===== config.mk =====
export PLATFORM = sky130hd
export DESIGN_NAME = zero_mute_ctrl
export DESIGN_NICKNAME = d
export VERILOG_FILES = /design/src/rtl/zmute_pkg.sv /design/src/rtl/zmute_sync.sv /design/src/rtl/zmute_frame_trk.sv /design/src/rtl/zmute_run_cnt.sv /design/src/rtl/zero_mute_ctrl.sv
export SDC_FILE = /design/constraint.sdc
export NUM_CORES = 1
export LEC_CHECK = 0
export ABC_AREA = 0
export BUFFER_PORTS_ARGS = -buffer_cell sky130_fd_sc_hd__clkbuf_2
export CAP_MARGIN = 30
export CORE_ASPECT_RATIO = 0.9
export CORE_MARGIN = 3
export CORE_UTILIZATION = 59
export DETAILED_ROUTE_END_ITERATION = 6
export PLACE_DENSITY = 0.78
export SLEW_MARGIN = 15
export SYNTH_ARGS = -nofsm -noshare
export SYNTH_HDL_FRONTEND = slang
export SYNTH_SLANG_ARGS = --single-unit
export TNS_END_PERCENT = 10

===== constraint.sdc =====
create_clock -name mclk -period 2.68 [get_ports mclk]
set_input_delay 0.268 -clock mclk [delete_from_list [all_inputs] [get_ports mclk]]
set_output_delay 0.268 -clock mclk [all_outputs]
set_load 0.03 [all_outputs]

===== src/rtl/zmute_pkg.sv =====
package zmute_pkg;

    // One synchronized serial event: strobe on bit-clock rise, plus line levels.
    typedef struct packed {
        logic stb;
        logic lrck;
        logic dbit;
    } bit_evt_t;

    // Running summary of the frame being received.
    typedef struct packed {
        logic seen;
        logic first;
        logic ok;
    } frame_acc_t;

    // Result of a completed frame, valid when done is high.
    typedef struct packed {
        logic done;
        logic quiet;
        logic level;
    } frame_res_t;

    function automatic int unsigned sat_step(input int unsigned v, input int unsigned lim);
        return (v >= lim) ? lim : v + 1;
    endfunction

endpackage


===== src/rtl/zmute_sync.sv =====
module zmute_sync
    import zmute_pkg::*;
#(
    parameter int SYNC_STAGES = 2
) (
    input  logic     clk,
    input  logic     sclk_i,
    input  logic     lrck_i,
    input  logic     sdata_i,
    output bit_evt_t evt
);
    localparam int NSIG = 3;
    localparam int I_SCLK = 2;
    localparam int I_LRCK = 1;
    localparam int I_DATA = 0;

    logic [NSIG-1:0] raw;
    logic [NSIG-1:0] tapped;
    logic            sclk_d;

    assign raw = {sclk_i, lrck_i, sdata_i};

    for (genvar g = 0; g < NSIG; g++) begin : g_sync
        logic [SYNC_STAGES-1:0] chain;
        always_ff @(posedge clk) begin
            chain <= {chain[SYNC_STAGES-2:0], raw[g]};
        end
        assign tapped[g] = chain[SYNC_STAGES-1];
    end

    always_ff @(posedge clk) begin
        sclk_d <= tapped[I_SCLK];
    end

    always_comb begin
        evt.stb  = tapped[I_SCLK] & ~sclk_d;
        evt.lrck = tapped[I_LRCK];
        evt.dbit = tapped[I_DATA];
    end

endmodule


===== src/rtl/zmute_frame_trk.sv =====
module zmute_frame_trk
    import zmute_pkg::*;
(
    input  logic       clk,
    input  logic       rst,
    input  bit_evt_t   evt,
    output frame_res_t res
);
    frame_acc_t acc_q, acc_d;
    logic       lrck_last;
    logic       boundary;

    always_comb begin
        boundary  = evt.stb & evt.lrck & ~lrck_last;
        res.done  = boundary;
        res.quiet = acc_q.seen & acc_q.ok;
        res.level = acc_q.first;

        acc_d = acc_q;
        if (evt.stb) begin
            if (boundary || !acc_q.seen) begin
                acc_d.seen  = 1'b1;
                acc_d.first = evt.dbit;
                acc_d.ok    = 1'b1;
            end else begin
                acc_d.ok = acc_q.ok & (evt.dbit == acc_q.first);
            end
        end
    end

    always_ff @(posedge clk) begin
        if (rst) begin
            acc_q     <= '0;
            lrck_last <= 1'b0;
        end else if (evt.stb) begin
            acc_q     <= acc_d;
            lrck_last <= evt.lrck;
        end
    end


    single_done_chk: assert property (@(posedge clk) disable iff (rst)
        res.done |=> !res.done);

endmodule


===== src/rtl/zmute_run_cnt.sv =====
module zmute_run_cnt
    import zmute_pkg::*;
#(
    parameter int MUTE_FRAMES = 8192
) (
    input  logic       clk,
    input  logic       rst,
    input  logic       bit_stb,
    input  logic       dbit,
    input  frame_res_t res,
    input  logic       auto_en_n,
    output logic       auto_mute
);
    localparam int CNT_W = $clog2(MUTE_FRAMES + 1);
    localparam logic [CNT_W-1:0] LIMIT = CNT_W'(MUTE_FRAMES);

    logic [CNT_W-1:0] cnt_q, cnt_d;
    logic             run_q, run_d;

    always_comb begin
        cnt_d = cnt_q;
        run_d = run_q;
        if (bit_stb) begin
            if (res.done) begin
                if (res.quiet) begin
                    if (cnt_q != '0 && res.level == run_q)
                        cnt_d = CNT_W'(sat_step(32'(cnt_q), MUTE_FRAMES));
                    else
                        cnt_d = CNT_W'(1);
                    run_d = res.level;
                end else begin
                    cnt_d = '0;
                end
            end
            if (cnt_d != '0 && dbit != run_d)
                cnt_d = '0;
        end
    end

    always_ff @(posedge clk) begin
        if (rst) begin
            cnt_q <= '0;
            run_q <= 1'b0;
        end else begin
            cnt_q <= cnt_d;
            run_q <= run_d;
        end
    end

    assign auto_mute = (cnt_q == LIMIT) & ~auto_en_n;


    cnt_bounded_chk: assert property (@(posedge clk) disable iff (rst)
        cnt_q <= LIMIT);


    cnt_idle_stable_chk: assert property (@(posedge clk) disable iff (rst)
        !bit_stb |=> $stable(cnt_q));


    stray_bit_release_chk: assert property (@(posedge clk) disable iff (rst)
        (cnt_q == LIMIT && bit_stb && dbit != run_q) |=> cnt_q == '0);

endmodule


===== src/rtl/zero_mute_ctrl.sv =====
module zero_mute_ctrl
    import zmute_pkg::*;
#(
    parameter int MUTE_FRAMES = 8192,
    parameter int SYNC_STAGES = 2
) (
    input  logic mclk,
    input  logic rst,
    input  logic sclk,
    input  logic lrck,
    input  logic sdata,
    input  logic auto_en_n,
    input  logic mute_l_n,
    input  logic mute_r_n,
    output logic mute_l,
    output logic mute_r
);
    bit_evt_t   evt;
    frame_res_t res;
    logic       auto_mute;

    zmute_sync #(.SYNC_STAGES(SYNC_STAGES)) u_sync (
        .clk     (mclk),
        .sclk_i  (sclk),
        .lrck_i  (lrck),
        .sdata_i (sdata),
        .evt     (evt)
    );

    zmute_frame_trk u_trk (
        .clk (mclk),
        .rst (rst),
        .evt (evt),
        .res (res)
    );

    zmute_run_cnt #(.MUTE_FRAMES(MUTE_FRAMES)) u_cnt (
        .clk       (mclk),
        .rst       (rst),
        .bit_stb   (evt.stb),
        .dbit      (evt.dbit),
        .res       (res),
        .auto_en_n (auto_en_n),
        .auto_mute (auto_mute)
    );

    always_ff @(posedge mclk) begin
        if (rst) begin
            mute_l <= 1'b0;
            mute_r <= 1'b0;
        end else begin
            mute_l <= auto_mute | ~mute_l_n;
            mute_r <= auto_mute | ~mute_r_n;
        end
    end


    auto_gate_l_chk: assert property (@(posedge mclk) disable iff (rst)
        (auto_en_n && mute_l_n) |=> !mute_l);


    manual_left_chk: assert property (@(posedge mclk) disable iff (rst)
        !mute_l_n |=> mute_l);


    manual_right_chk: assert property (@(posedge mclk) disable iff (rst)
        !mute_r_n |=> mute_r);

endmodule


==> impl_metrics.py, run 1 <==
metrics = {
    "routing": {
        "drt_pass1_iterations": 4,
        "postRouteAntennaNets": 0,
        "postRouteWirelength_mm": 3.08,
        "via_per_inst": 6.54,
        "drtIter0Drc": 59,
        "drc": 0,
        "wl_per_cell_um": 14.9,
        "num_vias": 1353,
    },
    "timing": {
        "hold_violations": 0,
        "report.final.slew_viol_count": 0,
        "fmax_mhz": 459,
        "finClkSkew_ns": 0.00666,
        "finalSetupViolations": 0,
        "min_period_ns": 2.18,
        "relSlewSlack_pct": 66.3,
        "rsz0062_at_grt": "false",
        "worst-slew-pin-transition_ns": 0.500,
        "fin_crit_sh_pct": 81.3,
        "setup-tns-final_ns": 0,
    },
    "logic_synthesis": {
        "synth_compound_area_share_pct": 21.9,
        "avgSynthCellArea_um2": 8.35,
        "syn_inst": 178,
        "yosysMostFrequentCell": "nand2_1",
        "synth_top_family_by_area": "simple AND/OR/NAND/NOR gates",
        "syn_area_um2": 1490,
        "yosys.area.top_type_share_pct": 37.7,
        "synth_area_leader_cell": "dfxtp_1",
        "synth_xor_area_share_pct": 0.589,
        "ys_types": 49,
        "ys_async_sr_fraction_pct": 0,
        "ys_top_cells_by_area": "dfxtp_1 (38%), nand2_1 (7.3%), a21oi_1 (4.4%), nor2_1 (2.8%), o211ai_1 (2.5%)",
        "synth_mux_area_share_pct": 2.10,
        "synth-edff-count": 0,
        "ys_seq_area_share_pct": 37.7,
        "synthAdderAreaFrac_pct": 1.68,
        "yosys_warnings": 0,
        "ys_ff_latch": 28,
        "ys_top_cells_by_count": "nand2_1 (29), dfxtp_1 (28), a21oi_1 (13)",
        "synth-simple-area-share_pct": 31.7,
        "synth_flop_cell": "dfxtp_1",
        "synth_nets": 188,
    },
    "floorplan": {
        "initial_utilization_pct": 65.1,
        "die_h_um": 53.6,
        "die_w_um": 58.9,
        "die_area_um2": 3160,
        "ios": 10,
        "coreArea_um2": 2280,
        "rows": 16,
    },
    "final_layout": {
        "layout.nets": 191,
        "area_growth_pct": 5.56,
        "drive_gt1_share_pct": 13.3,
        "diodes": 0,
    },
    "pwr": {
        "p_sw_share_pct": 21.6,
        "p_sw_mw": 0.165,
        "pwr-share-clk_pct": 35.5,
        "vdd_ir_drop_max_uv": 526,
        "internal_power_mw": 0.600,
        "total_power_mw": 0.765,
        "sequentialPowerShare_pct": 57.3,
        "p_per_area_nw_per_um2": 487,
        "leakage_nw": 0.540,
        "combinationalPowerShare_pct": 7.2,
    },
    "clock_tree": {
        "path_clk_slew_ns": 0.15,
        "htree_levels": 1,
        "cts_setup_buffers": 0,
        "cts-root-buf": "clkbuf_4",
        "cts_max_path_buffers": 2,
        "numCtsBuffers": 3,
        "cts_tree": "yes",
        "cts.sink_count": 28,
        "clk_latency_ns": 0.33,
        "hold_buffers": 0,
        "cts_repair_resize_count": 0,
    },
    "global_route": {
        "grt_pass1_wl_mm": 5.41,
        "grt_start_max_net_pins": 19,
        "grt_usage_pct": 22.2,
        "antenna_found_initial": 0,
        "grt_pass1_vias": 1164,
        "grt_overflow": 0,
    },
    "setup_path": {
        "endpoint": "u_cnt.cnt_q[9]",
        "critPathMaxFanout": 11,
        "timing.rr.end": "u_cnt.cnt_q[9]",
        "worst_setup_path_start_kind": "register",
        "crit_type": "reg -> reg",
        "r2r_start": "u_sync.g_sync[0].chain[1]",
        "reg2regPathDepth": 5,
        "arrival_ns": 2.43,
        "startpoint": "u_sync.g_sync[0].chain[1]",
        "cp.required_ns": 2.93,
        "end_kind": "register",
        "reg2reg_slack_ns": 0.50,
    },
    "place": {
        "place_congestion": 0.997,
        "io_buffers": 9,
        "place_hpwl_mm": 2.27,
    },
    "job": {
        "drv_cap": 0,
    },
    "worst_hold_path": {
        "hp-class": "in -> reg",
    },
    "run_status": {
        "outcome": "finished, final reports clean",
    },
}
per-layer routing:
layer | GRT usage [%] | part of all wire [%] | routed length, µm
met1 | 32.8 | 47 | 1450
met2 | 34.2 | 43 | 1330
met4 | 3.40 | 0.32 | 10
met5 | 0 | 0 | 0
met3 | 4.32 | 9.3 | 285
cell type report:
class,instances,area [µm²]
Clock buffer,3,22.5
Clock inverter,1,30.0
Fill cell,191,713
Inverter,2,7.51
Multi-Input combinational cell,136,862
Sequential cell,28,561
Tap cell,27,33.8
Timing Repair Buffer,10,52.6
power groups by stage:
stage	Combinational (mW)	Clock, mW	Sequential [mW]
floorplan	0.0423	0	0.445
global placement	0.0539	0	0.446
detailed placement	0.0545	0	0.447
CTS	0.0545	0.279	0.438
global route	0.0613	0.292	0.440
finish	0.0550	0.271	0.438
cell families (layout without fill, tap and decap cells):
kind of cell / count (synthesis) / after routing
muxes: 3 / 3
xor gates and xnor gates: 1 / 1
and+or+nand+nor: 86 / 86
DFF: 28 / 28
adders and majority gates: 2 / 2
AOI/OAI and AO/OA: 44 / 44
buffers and inverters: 14 / 16
placed cells by master (no fill, tap or decap), types with 2 or more instances in the layout:
master / count
a31o_2: 2
nor2b_1: 5
dfxtp_1: 28
and4_1: 2
inv_1: 2
nor4_1: 3
ha_1: 2
a221oi_1: 3
o41ai_1: 2
a211oi_1: 2
nand3b_1: 3
o21ai_0: 6
nand2_1: 29
mux2i_1: 2
nor3_1: 4
clkbuf_2: 9
and3_1: 2
or4_1: 4
nor2_1: 11
and2_1: 2
nand4_1: 2
a21oi_1: 13
clkbuf_4: 3
o31ai_1: 2
nand3_1: 7
o211ai_1: 5
nand4b_1: 2
how the worst min path moves through the flow:
stage / cells after the start / end / start / slack (ns)
after global placement: 0 / u_sync.g_sync[0].chain[1] / u_sync.g_sync[0].chain[0] / 0.31
after global routing: 1 / u_sync.g_sync[2].chain[0] / sclk / 0.01
final: 1 / u_sync.g_sync[2].chain[0] / sclk / 0.03
after detailed placement: 0 / u_sync.g_sync[0].chain[1] / u_sync.g_sync[0].chain[0] / 0.31
after floorplan: 0 / u_sync.g_sync[0].chain[0] / sdata / 0.30
after CTS: 1 / u_sync.g_sync[2].chain[0] / sclk / 0.02
per-stage QoR:
stage               util [%]  cell area (µm²)  setup slack [ns]  std cells  hold slack [ns]
finish                  68.8             1570             0.502        207           0.0270
global route            68.8             1570             0.272        207           0.0113
CTS                     68.8             1570             0.515        207           0.0180
detailed placement      66.4             1520             0.548        203            0.313
global placement        66.4             1520             0.604        203            0.310
floorplan                  -             1490             0.648        178            0.296
critical path, stage by stage (launching register included):
cell and delay, ns:
dfxtp_1 0.43, or4b_4 0.56, a2111oi_4 0.36, nor2_2 0.12, or4_1 0.52, o211ai_1 0.11
registers in the layout, indices dropped and copies added, names as in the netlist:
register / flops
u_trk.lrck_last: 1
mute_l: 1
u_trk.acc_q: 2
u_sync.sclk_d: 1
u_sync.g_sync.chain: 6
u_trk.res: 1
u_cnt.run_q: 1
mute_r: 1
u_cnt.cnt_q: 14
Note: power is estimated with default switching activity, not from simulation.
==> inputs of run 2 (changes only) <==
Settings changed: ABC_AREA 0 to 1, CORE_UTILIZATION 59 to 54, PLACE_DENSITY 0.78 to 0.75.
Clock period 2.68 ns to 1.9 ns, I/O delays scaled along.
==> impl_metrics.py, run 2 <==
metrics = {
    "routing": {
        "postRouteWirelength_mm": 7.86,
        "num_vias": 2435,
        "postRouteAntennaNets": 0,
        "drc": 14,
        "drtIter0Drc": 606,
        "via_per_inst": 6.18,
        "wl_per_cell_um": 20.0,
        "drt_pass1_iterations": 7,
    },
    "clock_tree": {
        "cts_tree": "yes",
        "cts.sink_count": 28,
        "cts-root-buf": "clkbuf_4",
        "htree_levels": 1,
        "numCtsBuffers": 3,
        "cts_max_path_buffers": 2,
        "clk_latency_ns": 0.36,
        "path_clk_slew_ns": 0.17,
    },
    "setup_path": {
        "crit_path_frequent_cell": "nand2_2",
        "arrival_ns": 2.54,
        "cp.required_ns": 2.12,
        "worst_setup_path_start_kind": "register",
        "crit_type": "reg -> reg",
        "end_kind": "register",
        "crit_chain": "buf_4 -> nand2_2 -> nor2_4 -> nand2_2 -> o21ai_0 -> nand3_1 -> nor2_1 -> nor2_2 -> nand2_1 -> nor2_2 -> nand2_2 -> nand2_4 -> buf_12 -> nand2_1 -> a21oi_1",
        "max_stage_delay_ns": 0.39,
        "slowest_stage": "dfxtp_2",
        "critPathMaxFanout": 7,
    },
    "pwr": {
        "leakage_nw": 1.22,
        "vdd_ir_drop_max_uv": 469,
        "total_power_mw": 1.13,
        "p_per_area_nw_per_um2": 420,
    },
    "timing": {
        "worst-slew-pin-transition_ns": 0.656,
        "finalSetupViolations": 14,
        "fin_crit_sh_pct": 122,
        "rsz0062_at_grt": "true",
        "hold_violations": 0,
        "hold_slack_ns": 0.00446,
        "min_period_ns": 2.31,
        "fmax_mhz": 432,
        "finClkSkew_ns": 0.0146,
        "report.final.slew_viol_count": 0,
        "fin_ws_ns": -0.412,
        "relSlewSlack_pct": 56.3,
    },
    "global_route": {
        "antenna_found_initial": 0,
        "grt_pass1_vias": 2008,
        "grt_usage_pct": 32.9,
        "grt_pass1_wl_mm": 9.66,
        "grt_start_max_net_pins": 22,
        "grt_overflow": 0,
    },
    "final_layout": {
        "diodes": 0,
        "final_common_cell": "nand2_1",
        "area_growth_pct": 52.7,
        "largest_reg_flops": 14,
        "drive_gt1_share_pct": 46.9,
        "layout_common_cells": "nand2_1 (62), buf_4 (58), nor2_1 (35), inv_1 (24), dfxtp_1 (21)",
        "fin_util_pct": 86.9,
        "final_cell_area_um2": 2690,
        "layoutNonFillerInstCount": 394,
        "largest-register": "u_cnt.cnt_q",
        "reg_top3": "u_cnt.cnt_q (14), u_sync.g_sync.chain (6), u_trk.acc_q (2)",
        "layout.nets": 363,
    },
    "floorplan": {
        "coreArea_um2": 3090,
        "rows": 19,
        "die_h_um": 60.1,
        "die_w_um": 66.1,
        "ios": 10,
        "die_area_um2": 3980,
        "initial_utilization_pct": 56.9,
    },
    "logic_synthesis": {
        "yosysMostFrequentCell": "nand2_1",
        "avgSynthCellArea_um2": 6.42,
        "ys_top_cells_by_count": "nand2_1 (77), nor2_1 (42), dfxtp_1 (28), inv_1 (28), a21oi_1 (18)",
        "ys_async_sr_fraction_pct": 0,
        "ys_ff_latch": 28,
        "yosys.area.top_type_share_pct": 31.9,
        "synth_area_leader_cell": "dfxtp_1",
        "yosys_warnings": 0,
        "synth_flop_cell": "dfxtp_1",
        "syn_area_um2": 1760,
        "ys_top_cells_by_area": "dfxtp_1 (32%), nand2_1 (16%), nor2_1 (9.0%), inv_1 (6.0%), a21oi_1 (5.1%)",
        "syn_inst": 274,
        "synth-edff-count": 0,
        "synth_nets": 284,
        "ys_seq_area_share_pct": 31.9,
        "ys_types": 32,
    },
    "place": {
        "placed_cell_area_um2": 2220,
        "io_buffers": 9,
        "place_inst": 369,
        "place_congestion": 0.902,
        "place_hpwl_mm": 3.48,
    },
    "job": {
        "drv_cap": 0,
    },
    "run_status": {
        "outcome": "finished, violations left",
        "violations": "DRC, setup timing",
    },
    "worst_hold_path": {
        "hp-class": "in -> reg",
    },
}
==> run 2: cell types whose count changed after synthesis, moves of 5 or more <==
cell      previous run  this run
a21oi_1             13        18
nand3_1              7        12
nand2_1             29        77
a21oi_2              0        10
nor2b_1              5         0
inv_1                2        28
nand2_2              0        14
o211ai_1             5         0
nor2_1              11        42
==> run 2: report_power, final <==
group / switching [mW] / total (mW) / internal, mW
Clock: 0.200 / 0.414 / 0.214
Sequential: 0.0100 / 0.612 / 0.602
Combinational: 0.0615 / 0.100 / 0.0389
==> run 2: logic make-up (layout without fill, tap and decap cells) <==
family | count (synthesis) | in the layout | synth area share [%]
AO/OA/AOI/OAI | 40 | 40 | 14.3
adder cells (fa/ha/maj) | 2 | 2 | 1.42
buffers and inverters | 38 | 116 | 8.75
AND/OR/NAND/NOR | 164 | 164 | 42.6
XOR/XNOR | 2 | 2 | 0.997
flip-flops | 28 | 28 | 31.9
==> run 2: per-stage QoR <==
stage          setup slack (ns)  TNS, ns
2_1_floorplan            0.0321        0
3_3_place_gp             -0.104    -1.35
3_5_place_dp             -0.193    -2.20
4_1_cts                  -0.190    -2.33
5_1_grt                  -0.483    -6.28
6_report                 -0.412    -5.00
==> run 2: final timing paths <==
kind / from / endpoint / slack [ns] / cells past startpoint
hold / removal: mute_r_n / mute_r / 0.004 / 2
setup reg to reg: u_cnt.cnt_q[6] / u_cnt.cnt_q[0] / -0.41 / 15
hold reg to reg: u_sync.g_sync[2].chain[0] / u_sync.g_sync[2].chain[1] / 0.35 / 0
setup / recovery: u_cnt.cnt_q[6] / u_cnt.cnt_q[0] / -0.41 / 15
==> run 2: layer usage <==
layer	global-route usage [%]	part of all wire, %	vias up
met4	18.0	8.0	0
met2	55.7	43	241
met3	8.08	13	79
met1	38.0	36	1091
li1	-	-	1024
met5	0	0	-
==> run 2: area by class of cell <==
cell class / instances / area, µm²
Sequential cell: 28 / 572
Clock inverter: 1 / 30.0
Timing Repair Buffer: 80 / 656
Inverter: 32 / 125
Multi-Input combinational cell: 208 / 1230
Tap cell: 42 / 52.6
Fill cell: 144 / 405
Clock buffer: 3 / 22.5
==> run 2: timing repair <==
item,in CTS,in global routing
pin swaps,8,25
setup buffers,12,4
setup endpoints to repair,14,14
hold buffers,4,0
resized for setup,19,50
gates cloned,1,0
endpoints found under the hold margin,4,0
==> run 2: worst max-delay path, delay by kind of cell, from the launching register on <==
family,cells,cell delay (ns)
DFF,1,0.39
AOI/OAI and AO/OA,2,0.28
buffers and inverters,2,0.31
and+or+nand+nor,11,1.17
==> inputs of run 3 (changes only) <==
Settings changed: CORE_ASPECT_RATIO 0.9 to unset.
==> impl_metrics.py, run 3 (synthesis gave the netlist of run 2 again) <==
metrics = {
    "final_layout": {
        "layout_common_cells": "nand2_1 (64), buf_4 (62), nor2_1 (33), inv_1 (25), nand2_2 (23)",
        "largest-register": "u_cnt.cnt_q",
        "diodes": 0,
        "final_common_cell": "nand2_1",
        "area_growth_pct": 49.1,
        "layout.nets": 360,
        "largest_reg_flops": 14,
        "reg_top3": "u_cnt.cnt_q (14), u_sync.g_sync.chain (6), u_trk.acc_q (2)",
        "layoutNonFillerInstCount": 393,
        "drive_gt1_share_pct": 48.4,
        "fin_util_pct": 85.2,
        "final_cell_area_um2": 2620,
    },
    "clock_tree": {
        "cts_tree": "yes",
        "cts.sink_count": 28,
        "cts-root-buf": "clkbuf_4",
        "htree_levels": 1,
        "numCtsBuffers": 3,
        "clk_latency_ns": 0.35,
        "path_clk_slew_ns": 0.16,
        "cts_max_path_buffers": 2,
    },
    "place": {
        "place_inst": 373,
        "place_congestion": 0.948,
        "placed_cell_area_um2": 2210,
        "pre_cts_slack_ns": -0.174,
        "io_buffers": 9,
        "place_hpwl_mm": 3.46,
    },
    "global_route": {
        "grt_pass1_wl_mm": 9.40,
        "grt_usage_pct": 29.6,
        "grt_start_max_net_pins": 28,
        "antenna_found_initial": 0,
        "grt_overflow": 0,
        "grt_pass1_vias": 2094,
    },
    "floorplan": {
        "initial_utilization_pct": 57.1,
        "coreArea_um2": 3080,
        "die_w_um": 63.1,
        "rows": 20,
        "ios": 10,
        "die_area_um2": 3980,
        "die_h_um": 63.1,
    },
    "setup_path": {
        "reg2reg_slack_ns": -0.35,
        "max_stage_delay_ns": 0.44,
        "critPathMaxFanout": 7,
        "cp.required_ns": 2.18,
        "timing.rr.end": "u_cnt.cnt_q[4]",
        "slowest_stage": "dfxtp_4",
        "r2r_start": "u_cnt.cnt_q[0]",
        "arrival_ns": 2.52,
        "reg2regPathDepth": 16,
        "end_kind": "register",
        "worst_setup_path_start_kind": "register",
        "crit_path_frequent_cell": "nand2_2",
        "crit_chain": "ha_4 -> nand2_4 -> nor3_4 -> nand2_1 -> nand2_1 -> nand2_2 -> nand2_2 -> nand2_2 -> nor2_4 -> nand2_1 -> nor2_1 -> nand2_1 -> nand2_2 -> buf_8 -> nand2_2 -> a21oi_2",
        "crit_type": "reg -> reg",
    },
    "worst_hold_path": {
        "holdPathEnd": "mute_l",
        "hold_depth": 2,
        "hp-start": "mute_l_n",
        "hp-class": "in -> reg",
    },
    "timing": {
        "relSlewSlack_pct": 39.6,
        "worst-slew-pin-transition_ns": 0.906,
        "fmax_mhz": 445,
        "rsz0062_at_grt": "true",
        "setup-tns-final_ns": -3.96,
        "finalSetupViolations": 14,
        "fin_crit_sh_pct": 118,
        "report.final.slew_viol_count": 0,
        "hold_violations": 1,
        "hold_slack_ns": -0.00964,
        "fin_ws_ns": -0.348,
        "min_period_ns": 2.25,
        "finClkSkew_ns": 0.00429,
    },
    "routing": {
        "via_per_inst": 5.87,
        "postRouteAntennaNets": 0,
        "postRouteWirelength_mm": 6.75,
        "drc": 0,
        "num_vias": 2308,
        "drt_pass1_iterations": 7,
        "drtIter0Drc": 290,
        "wl_per_cell_um": 17.2,
    },
    "job": {
        "drv_cap": 0,
    },
    "pwr": {
        "leakage_nw": 1.13,
        "p_per_area_nw_per_um2": 385,
        "vdd_ir_drop_max_uv": 512,
        "total_power_mw": 1.01,
    },
    "run_status": {
        "outcome": "finished, violations left",
        "violations": "hold timing, setup timing",
    },
}
-- run 3: cell types whose count changed in the layout (fill, tap and decap cells not counted), moves of 4 or more --
cell / previous run / this run
nand2_4: 10 / 5
buf_4: 58 / 62
buf_6: 6 / 2
dfxtp_1: 21 / 17
nor2_4: 3 / 7
-- run 3: power breakdown --
part | internal (mW) | total (mW) | switching (mW)
logic | 0.0324 | 0.0881 | 0.0556
clock network | 0.118 | 0.315 | 0.197
registers | 0.598 | 0.607 | 0.00909
total | 0.748 | 1.01 | 0.262
-- run 3: repair_timing --
action / in CTS / in global routing
hold buffers: 3 / 0
hold endpoints to repair: 3 / 0
cloned: 0 / 0
endpoints found under the setup margin: 14 / 14
resized for setup: 41 / 34
buffers inserted: 10 / 3
pin swaps: 15 / 16
-- run 3: metal layers --
metal,global-route usage (%),share of wire [%]
met1,35.6,36
met2,52.6,48
met3,3.74,8.7
met4,12.9,7.5
met5,0,0
-- run 3: worst max path at each step --
stage / slack [ns] / from / cells past startpoint / to
6_report: -0.35 / u_cnt.cnt_q[0] / 16 / u_cnt.cnt_q[4]
4_1_cts: -0.04 / u_cnt.cnt_q[0] / 16 / u_cnt.cnt_q[1]
3_3_place_gp: -0.1 / u_cnt.cnt_q[1] / 15 / u_cnt.cnt_q[1]
2_1_floorplan: 0.03 / u_cnt.cnt_q[0] / 17 / u_cnt.cnt_q[10]
5_1_grt: -0.42 / u_cnt.cnt_q[1] / 18 / u_cnt.cnt_q[0]
3_5_place_dp: -0.17 / u_cnt.cnt_q[0] / 17 / u_cnt.cnt_q[13]
-- run 3: worst max-delay path, delay by kind of cell (launching register included) --
family | cells | cell delay, ns
buffers and inverters | 1 | 0.16
AOI/OAI and AO/OA | 1 | 0.17
DFF | 1 | 0.44
adders and majority gates | 1 | 0.17
and+or+nand+nor | 13 | 1.21
-- run 3: final cells by class --
class | count | area (µm²)
sequential | 28 | 584
clock buffer | 4 | 36.3
timing repair buffer | 77 | 578
fill | 178 | 457
inverter | 32 | 125
multi-input combinational | 208 | 1240
tap | 44 | 55.1
